--- src/rtl/pwr_pkg.sv ---
package pwr_pkg;

  typedef enum logic [1:0] {
    PS_RUN   = 2'd0,
    PS_SLEEP = 2'd1,
    PS_DOWN  = 2'd2,
    PS_FLUSH = 2'd3
  } pwr_state_e;

  function automatic int flush_cycles(input int stages, input int depth);
    return stages * depth;
  endfunction

endpackage

--- src/rtl/pwr_mode_reg.sv ---
module pwr_mode_reg (
  input  logic clk,
  input  logic rst_n,
  input  logic sleep_in,
  input  logic pdown_in,
  output logic sleep_q,
  output logic pdown_q
);

  logic sleep_d;
  logic pdown_d;

  always_comb begin
    sleep_d = sleep_in;
    pdown_d = pdown_in;
  end

  always_ff @(posedge clk or negedge rst_n) begin
    if (!rst_n) begin
      sleep_q <= 1'b0;
      pdown_q <= 1'b0;
    end else begin
      sleep_q <= sleep_d;
      pdown_q <= pdown_d;
    end
  end

endmodule

--- src/rtl/pwr_flush_cnt.sv ---
module pwr_flush_cnt #(
  parameter int LEN   = 12,
  parameter int CNT_W = $clog2(LEN + 1)
) (
  input  logic             clk,
  input  logic             rst_n,
  input  logic             pdown_in,
  input  logic             pdown_q,
  output logic [CNT_W-1:0] cnt_q,
  output logic             busy
);

  localparam logic [CNT_W-1:0] FULL = CNT_W'(LEN);

  logic [CNT_W-1:0] cnt_d;
  logic             cnt_en;

  always_comb begin
    cnt_en = 1'b0;
    cnt_d  = cnt_q;
    if (pdown_in) begin
      cnt_en = 1'b1;
      cnt_d  = '0;
    end else if (pdown_q) begin
      cnt_en = 1'b1;
      cnt_d  = FULL;
    end else if (cnt_q != '0) begin
      cnt_en = 1'b1;
      cnt_d  = cnt_q - 1'b1;
    end
  end

  always_ff @(posedge clk or negedge rst_n) begin
    if (!rst_n) begin
      cnt_q <= '0;
    end else if (cnt_en) begin
      cnt_q <= cnt_d;
    end
  end

  assign busy = (cnt_q != '0);

  a_r6_flush_load: assert property (@(posedge clk) disable iff (!rst_n)
    (pdown_q && !pdown_in) |=> (cnt_q == FULL));

  a_r8_flush_abort: assert property (@(posedge clk) disable iff (!rst_n)
    pdown_in |=> !busy);

  a_r6_count_down: assert property (@(posedge clk) disable iff (!rst_n)
    (busy && !pdown_in && !pdown_q) |=> (int'(cnt_q) == int'($past(cnt_q)) - 1));

endmodule

--- src/rtl/pwr_enable_gen.sv ---
module pwr_enable_gen
  import pwr_pkg::*;
#(
  parameter int STAGES = 3
) (
  input  logic              clk,
  input  logic              rst_n,
  input  logic              sleep_q,
  input  logic              pdown_q,
  input  logic              busy,
  output pwr_state_e        state,
  output logic              out_en,
  output logic              dp_clk_en,
  output logic [STAGES-1:0] filt_en,
  output logic              filt_zero_feed,
  output logic              out_valid
);

  always_comb begin
    if (pdown_q)      state = PS_DOWN;
    else if (busy)    state = PS_FLUSH;
    else if (sleep_q) state = PS_SLEEP;
    else              state = PS_RUN;
  end

  always_comb begin
    dp_clk_en      = (state != PS_DOWN);
    filt_zero_feed = (state == PS_FLUSH);
    out_valid      = (state == PS_RUN) || (state == PS_SLEEP);
    out_en         = (state == PS_RUN);
  end

  for (genvar g = 0; g < STAGES; g++) begin : g_stage
    assign filt_en[g] = (state != PS_DOWN);
  end

  a_r7_blank_flush: assert property (@(posedge clk) disable iff (!rst_n)
    busy |-> (!out_en && filt_zero_feed && !out_valid));

  a_r4_all_off: assert property (@(posedge clk) disable iff (!rst_n)
    pdown_q |-> (!dp_clk_en && !out_en && filt_en == '0));

endmodule

--- src/rtl/pwr_mode_ctrl.sv ---
module pwr_mode_ctrl
  import pwr_pkg::*;
#(
  parameter int STAGES      = 3,
  parameter int STAGE_DEPTH = 4
) (
  input  logic              clk,
  input  logic              rst_n,
  input  logic              cfg_sleep,
  input  logic              cfg_pdown,
  output logic              out_en,
  output logic              dp_clk_en,
  output logic [STAGES-1:0] filt_en,
  output logic              filt_zero_feed,
  output logic              flush_busy,
  output logic              out_valid
);

  localparam int FLUSH_LEN = flush_cycles(STAGES, STAGE_DEPTH);
  localparam int CNT_W     = $clog2(FLUSH_LEN + 1);

  logic             sleep_q;
  logic             pdown_q;
  logic [CNT_W-1:0] cnt_q;
  logic             busy;
  pwr_state_e       state;

  pwr_mode_reg u_mode (
    .clk      (clk),
    .rst_n    (rst_n),
    .sleep_in (cfg_sleep),
    .pdown_in (cfg_pdown),
    .sleep_q  (sleep_q),
    .pdown_q  (pdown_q)
  );

  pwr_flush_cnt #(.LEN(FLUSH_LEN), .CNT_W(CNT_W)) u_flush (
    .clk      (clk),
    .rst_n    (rst_n),
    .pdown_in (cfg_pdown),
    .pdown_q  (pdown_q),
    .cnt_q    (cnt_q),
    .busy     (busy)
  );

  pwr_enable_gen #(.STAGES(STAGES)) u_en (
    .clk            (clk),
    .rst_n          (rst_n),
    .sleep_q        (sleep_q),
    .pdown_q        (pdown_q),
    .busy           (busy),
    .state          (state),
    .out_en         (out_en),
    .dp_clk_en      (dp_clk_en),
    .filt_en        (filt_en),
    .filt_zero_feed (filt_zero_feed),
    .out_valid      (out_valid)
  );

  assign flush_busy = busy;

  a_r5_pdown_wins: assert property (@(posedge clk) disable iff (!rst_n)
    (cfg_pdown && cfg_sleep) |=> (state == PS_DOWN && !dp_clk_en));

  a_r2_sleep_keeps_dp: assert property (@(posedge clk) disable iff (!rst_n)
    (cfg_sleep && !cfg_pdown) |=> (!out_en && dp_clk_en));

  a_r3_sleep_exit: assert property (@(posedge clk) disable iff (!rst_n)
    (!cfg_sleep && !cfg_pdown && !pdown_q && cnt_q <= CNT_W'(1)) |=> out_en);

endmodule

--- config.mk ---
export PLATFORM = sky130hd
export DESIGN_NAME = pwr_mode_ctrl
export DESIGN_NICKNAME = d
export VERILOG_FILES = /design/src/rtl/pwr_pkg.sv /design/src/rtl/pwr_mode_reg.sv /design/src/rtl/pwr_flush_cnt.sv /design/src/rtl/pwr_enable_gen.sv /design/src/rtl/pwr_mode_ctrl.sv
export SDC_FILE = /design/constraint.sdc
export NUM_CORES = 1
export LEC_CHECK = 0
export ABC_AREA = 1
export BUFFER_PORTS_ARGS = -buffer_cell sky130_fd_sc_hd__buf_2
export CAP_MARGIN = 5
export CORE_AREA = 2 2 39 41
export DETAILED_ROUTE_END_ITERATION = 16
export DIE_AREA = 0 0 41 43
export MAX_ROUTING_LAYER = met4
export PLACE_DENSITY = 0.55
export SLEW_MARGIN = 10
export SYNTH_ARGS = -nofsm -noshare
export SYNTH_HDL_FRONTEND = slang
export SYNTH_SLANG_ARGS = --single-unit
--- constraint.sdc ---
create_clock -name clk -period 1.8 [get_ports clk]
set_clock_uncertainty 0.15 [all_clocks]
set_input_delay 0 -clock clk [delete_from_list [all_inputs] [get_ports clk]]
set_output_delay 0 -clock clk [all_outputs]
set_load 0.1 [all_outputs]
==> results of run 1 <==
## sequential cells by signal (all words and copies together), names as in the netlist
signal / flops
u_mode.sleep_q: 1
u_flush.cnt_q: 4
u_mode.pdown_q: 1
## stage by stage
step           cell area, um^2  total power [uW]
6_report                   510               598
5_1_grt                    510               641
4_1_cts                    510               610
3_5_place_dp               448               476
3_3_place_gp               448               473
2_1_floorplan              365               419
## power groups by stage
| stage | Combinational [uW] | Sequential [uW] | Clock [uW] |
|---|---|---|---|
| 2_1_floorplan | 252 | 167 | 0 |
| 3_3_place_gp | 303 | 170 | 0 |
| 3_5_place_dp | 305 | 171 | 0 |
| 4_1_cts | 313 | 168 | 129 |
| 5_1_grt | 330 | 171 | 141 |
| 6_report | 309 | 169 | 121 |
## cell type report
class                   count  share of cell area (%)
multi-input cells          24                    31.9
clock buffers               3                    4.41
inverters                   8                    5.88
flip-flops and latches      6                    29.4
repair buffers             15                    24.5
well taps                  16                    3.92
## worst paths after layout
kind,endpoint,slack [ns],depth (start not counted)
setup / recovery,filt_zero_feed,0.13,4
hold / removal,u_mode.sleep_q$_DFF_PN0_,0.27,2
setup reg to reg,u_flush.cnt_q[1]$_DFFE_PN0P_,0.39,7
hold reg to reg,u_flush.cnt_q[0]$_DFFE_PN0P_,0.34,2
max in group asynchronous,u_mode.sleep_q$_DFF_PN0_,0.73,3
min in group asynchronous,u_mode.pdown_q$_DFF_PN0_,0.55,3
## worst register-to-register path, delay by kind of cell (launching register included)
kind | cells | cell delay, ns
buf+inv | 2 | 0.17
fa+ha+maj | 1 | 0.28
simple gates | 4 | 0.32
flops | 1 | 0.37
## per-layer routing
layer,track usage [%],part of all wire [%]
met1,12.2,42
met3,3.14,5.4
met2,14.7,52
met4,8.00,1.0
met5,-,0
## logic make-up after synthesis
group / count (synthesis)
flip-flops: 6
buffers and inverters: 11
XOR/XNOR: 1
adder cells (fa/ha/maj): 2
AO/OA/AOI/OAI: 2
AND/OR/NAND/NOR: 19
## layout by cell type, fill, tap and decap left out
| cell type | n |
|---|---|
| a21oi_1 | 1 |
| a21oi_2 | 1 |
| buf_12 | 2 |
| buf_2 | 9 |
| clkbuf_4 | 3 |
| dfrtp_1 | 6 |
| dlygate4sd3_1 | 4 |
| ha_1 | 2 |
| inv_1 | 6 |
| inv_2 | 2 |
| nand2_1 | 7 |
| nand2_2 | 3 |
| nand3_1 | 2 |
| nand3_4 | 1 |
| nand4_1 | 1 |
| nor2_1 | 2 |
| nor2_2 | 1 |
| nor2_4 | 2 |
| xnor2_1 | 1 |
==> impl_metrics.py, run 1 <==
metrics = {
    "die": {
        "dieArea_mm2": 0.00176,
        "io_pins": 12,
        "rows": 14,
        "die_w_um": 41,
        "die_h_um": 43,
        "core_area_mm2": 0.00138,
        "start_util_pct": 25.8,
    },
    "clock_network": {
        "path_clk_slew_ns": 0.04,
        "cts_hold_buffers": 4,
        "postCtsSetupBuffers": 0,
        "cts_tree": "done",
        "clock-sinks": 6,
        "cts_made_buffers": 3,
        "h-tree-depth": 1,
        "root_buffer": "clkbuf_4",
        "cts.repair.resized": 0,
        "cts_buffer_depth": 2,
        "clock_latency_ns": 0.24,
    },
    "layout": {
        "areaGrowthSynthToFinish_pct": 43.2,
        "drive_above_1_share_pct": 42.9,
        "layout.cells.non_filler": 72,
        "seqCellArea_um2": 150,
        "num-fill-cells": 145,
        "utilization_pct": 36.9,
        "multi_input_area_um2": 163,
        "diodes": 0,
        "final_nets": 64,
    },
    "drt": {
        "drcViolationCount": 0,
        "drt_wl_total_um": 671,
        "routedWlPerCell_um": 9.32,
        "drtAntennaViolNets": 0,
        "drtPass1Iterations": 1,
        "dr.first_iter.drc_count": 0,
        "viasPerCell": 4.11,
        "vias": 296,
    },
    "power": {
        "power_frac_comb_pct": 51.7,
        "pwr-share-clk_pct": 20.2,
        "power_switching_uw": 291,
        "intPower_uw": 308,
        "peakVddDrop_mv": 0.508,
        "leakage_uw": 0.000265,
        "powerDensity_mw_per_mm2": 1170,
        "seq_power_share_pct": 28.2,
        "switching_share_pct": 48.6,
    },
    "critical_path": {
        "slowest_stage": "buf_2",
        "startpoint": "u_flush.cnt_q[1]$_DFFE_PN0P_",
        "crit_chain": "inv_1, ha_1, a21oi_2, buf_2",
        "arrival_ns": 1.52,
        "cp_max_fo": 3,
        "cp.required_ns": 1.65,
        "cp_top_family": "buffers and inverters",
        "critPathBufInv": 2,
        "endpoint_kind": "output pin",
        "cpPeakStageDelay_ns": 0.43,
        "setup.worst_path.class": "flop to output pin",
        "r2r-start": "u_flush.cnt_q[0]$_DFFE_PN0P_",
        "worstSetupStartpointType": "flop",
    },
    "synthesis": {
        "syn_nets": 47,
        "synthAdderAreaFrac_pct": 7.02,
        "synthXorXnorAreaFrac_pct": 2.46,
        "synth_edf_count": 0,
        "synthMuxAreaShare_pct": 0,
        "synth_seq_area_share_pct": 42.1,
        "synth-simple-area-share_pct": 30.9,
        "synth_area_leaders": "dfrtp_1 (42%), nand2_1 (8.4%), ha_1 (7.0%)",
        "postSynthAreaPerCell_um2": 8.70,
        "synth_cell_types": 14,
        "yosysMostFrequentCell": "nand2_1",
        "async_flop_share_pct": 100,
        "synth_compound_area_share_pct": 2.81,
        "synth_seq_cells": 6,
        "syn_inst": 41,
        "ys.flop_type": "dfrtp_1",
        "yosys.area.top_type_share_pct": 42.1,
        "synth_area_um2": 357,
        "ys_warn_count": 0,
        "synth_top_family_by_area": "simple AND/OR/NAND/NOR gates",
        "synth_top_cell_by_area": "dfrtp_1",
        "synth_common_cells": "nand2_1 (8), dfrtp_1 (6), inv_1 (6)",
    },
    "sta": {
        "hold_slack_ns": 0.268,
        "rsz0062_at_grt": "no",
        "min_period_over_period_pct": 92.7,
        "layout_min_cycle_time_ns": 1.67,
        "hold_viol": 0,
        "post-route-worst-setup-slack_ns": 0.132,
        "drv_slew": 0,
        "setup_viol": 0,
        "max_slew.worst_pin.slew_ns": 0.486,
        "tns_ns": 0,
        "fmax_mhz": 599,
        "relSlewSlack_pct": 67.8,
    },
    "min_path": {
        "hold_class": "input port to flop",
        "hold_start": "cfg_sleep",
    },
    "place": {
        "dp_slack_ns": 0.378,
        "dpl.hpwl_um": 527,
        "io_buffers": 11,
        "place_congestion": 0.698,
        "place_inst": 65,
    },
    "global_routing": {
        "grt_pass1_wl_um": 1170,
        "grt_pass1_vias": 276,
        "grt_max_degree": 9,
        "grt_use_total_pct": 10.6,
        "grt.overflow.total": 0,
        "antenna_found_initial": 0,
    },
    "outcome": {
        "outcome": "complete, no violations",
    },
    "run": {
        "drv_cap": 0,
    },
}
Note: power is estimated with default switching activity, not from simulation.
==> inputs of run 2 (changes only) <==
BUFFER_PORTS_ARGS = -buffer_cell sky130_fd_sc_hd__buf_4   (was -buffer_cell sky130_fd_sc_hd__buf_2)
==> impl_metrics.py, run 2 (synthesis gave the netlist of run 1 again) <==
metrics = {
    "outcome": {
        "outcome": "complete, no violations",
    },
    "layout": {
        "areaGrowthSynthToFinish_pct": 43.5,
        "diodes": 0,
        "largestRegisters": "u_flush.cnt_q: 4 flops, u_mode.pdown_q: 1 flops, u_mode.sleep_q: 1 flops",
        "mostFrequentLayoutCells": "buf_4 (10), nand2_1 (7), inv_1 (6), dfrtp_1 (6), dlygate4sd3_1 (4)",
        "regMostFlops": "u_flush.cnt_q",
        "drive_above_1_share_pct": 42.9,
        "final_common_cell": "buf_4",
        "final_nets": 64,
        "finalInstanceArea_um2": 512,
        "largest_reg_flops": 4,
    },
    "global_routing": {
        "grt_pass1_vias": 263,
        "antenna_found_initial": 0,
        "grt.overflow.total": 0,
        "grt_pass1_wl_um": 1010,
        "grt_max_degree": 9,
        "grt_use_total_pct": 8.92,
    },
    "clock_network": {
        "path_clk_slew_ns": 0.04,
        "postCtsSetupBuffers": 0,
        "cts_tree": "done",
        "clock_latency_ns": 0.24,
        "cts_buffer_depth": 2,
        "root_buffer": "clkbuf_4",
        "clock-sinks": 6,
        "cts_made_buffers": 3,
        "h-tree-depth": 1,
    },
    "sta": {
        "rsz0062_at_grt": "no",
        "setup_viol": 0,
        "post-route-worst-setup-slack_ns": 0.155,
        "fmax_mhz": 608,
        "min_period_over_period_pct": 91.4,
        "layout_min_cycle_time_ns": 1.65,
        "hold_viol": 0,
        "drv_slew": 0,
        "relSlewSlack_pct": 81.6,
        "max_slew.worst_pin.slew_ns": 0.279,
    },
    "drt": {
        "viasPerCell": 3.96,
        "drcViolationCount": 0,
        "drt_wl_total_um": 600,
        "dr.first_iter.drc_count": 3,
        "routedWlPerCell_um": 8.33,
        "drtAntennaViolNets": 0,
        "vias": 285,
        "drtPass1Iterations": 3,
    },
    "run": {
        "drv_cap": 0,
    },
    "critical_path": {
        "cp_top_family": "buffers and inverters",
        "worstSetupStartpointType": "flop",
        "setup.worst_path.class": "flop to output pin",
        "crit_chain": "inv_1, ha_1, nand3_4, inv_1, buf_4",
        "arrival_ns": 1.50,
        "critPathBufInv": 3,
        "cp.required_ns": 1.65,
        "cpPeakStageDelay_ns": 0.37,
        "crit_top_cell": "inv_1",
        "cp_max_fo": 5,
        "slowest_stage": "dfrtp_1",
        "endpoint_kind": "output pin",
    },
    "die": {
        "start_util_pct": 25.8,
        "dieArea_mm2": 0.00176,
        "core_area_mm2": 0.00138,
        "rows": 14,
        "die_h_um": 43,
        "die_w_um": 41,
        "io_pins": 12,
    },
    "place": {
        "io_buffers": 11,
        "dpl.hpwl_um": 489,
        "place_congestion": 0.670,
        "dp_slack_ns": 0.359,
        "dpl_cell_area_um2": 445,
    },
    "power": {
        "leakage_uw": 0.000267,
        "powerDensity_mw_per_mm2": 1150,
        "peakVddDrop_mv": 0.523,
    },
    "min_path": {
        "hold_class": "input port to flop",
    },
}
run 2: cell types whose count changed in the layout (fill, tap and decap cells not counted):
cell and delta:
buf_12 -2, buf_2 -9, buf_6 +1, buf_4 +10
run 2: worst paths after layout:
kind                                              start                           end  slack (ns)  depth (start not counted)
min reg2reg                u_flush.cnt_q[0]$_DFFE_PN0P_  u_flush.cnt_q[0]$_DFFE_PN0P_        0.33                          2
max reg2reg                u_flush.cnt_q[0]$_DFFE_PN0P_  u_flush.cnt_q[3]$_DFFE_PN0P_        0.41                          7
max in group asynchronous                         rst_n      u_mode.sleep_q$_DFF_PN0_        0.74                          3
min in group asynchronous                         rst_n  u_flush.cnt_q[3]$_DFFE_PN0P_        0.54                          3
min                                           cfg_sleep      u_mode.sleep_q$_DFF_PN0_        0.27                          2
max                        u_flush.cnt_q[0]$_DFFE_PN0P_                     out_valid        0.15                          5
run 2: power by group:
part	total, uW	internal (uW)	switching [uW]
clock network	115	74.9	40.5
registers	168	152	16.4
logic	305	79.1	226
run 2: final cells by class:
| class | instances | area, um^2 |
|---|---|---|
| Clock buffer | 3 | 22.5 |
| Fill cell | 145 | 872 |
| Inverter | 8 | 30.0 |
| Multi-Input combinational cell | 24 | 163 |
| Sequential cell | 6 | 150 |
| Tap cell | 16 | 20.0 |
| Timing Repair Buffer | 15 | 126 |
run 2: per-layer routing:
layer | up-vias | routed length (um) | share of wire (%) | global-route usage (%)
met2 | 7 | 290 | 48 | 11.9
met5 | - | 0 | 0 | -
met3 | 2 | 36 | 6.0 | 1.57
met4 | 0 | 7 | 1.2 | 8.00
li1 | 154 | - | - | -
met1 | 122 | 266 | 44 | 10.9
run 2: through the flow:
step / utilization [%] / hold slack, ns / TNS, ns / std cells / power [uW]
detailed placement: 32.2 / -0.339 / 0 / 65 / 471
finish: 37.0 / 0.269 / 0 / 72 / 588
global placement: 32.2 / -0.342 / 0 / 65 / 469
CTS: 36.7 / 0.262 / 0 / 72 / 600
floorplan: - / -0.446 / -0.143 / 41 / 419
global route: 37.0 / 0.258 / 0 / 72 / 627
run 2: what timing repair did:
item	CTS	global route
hold endpoints to repair	11	0
resized for setup	0	1
hold buffers	4	0
endpoints found under the setup margin	0	1
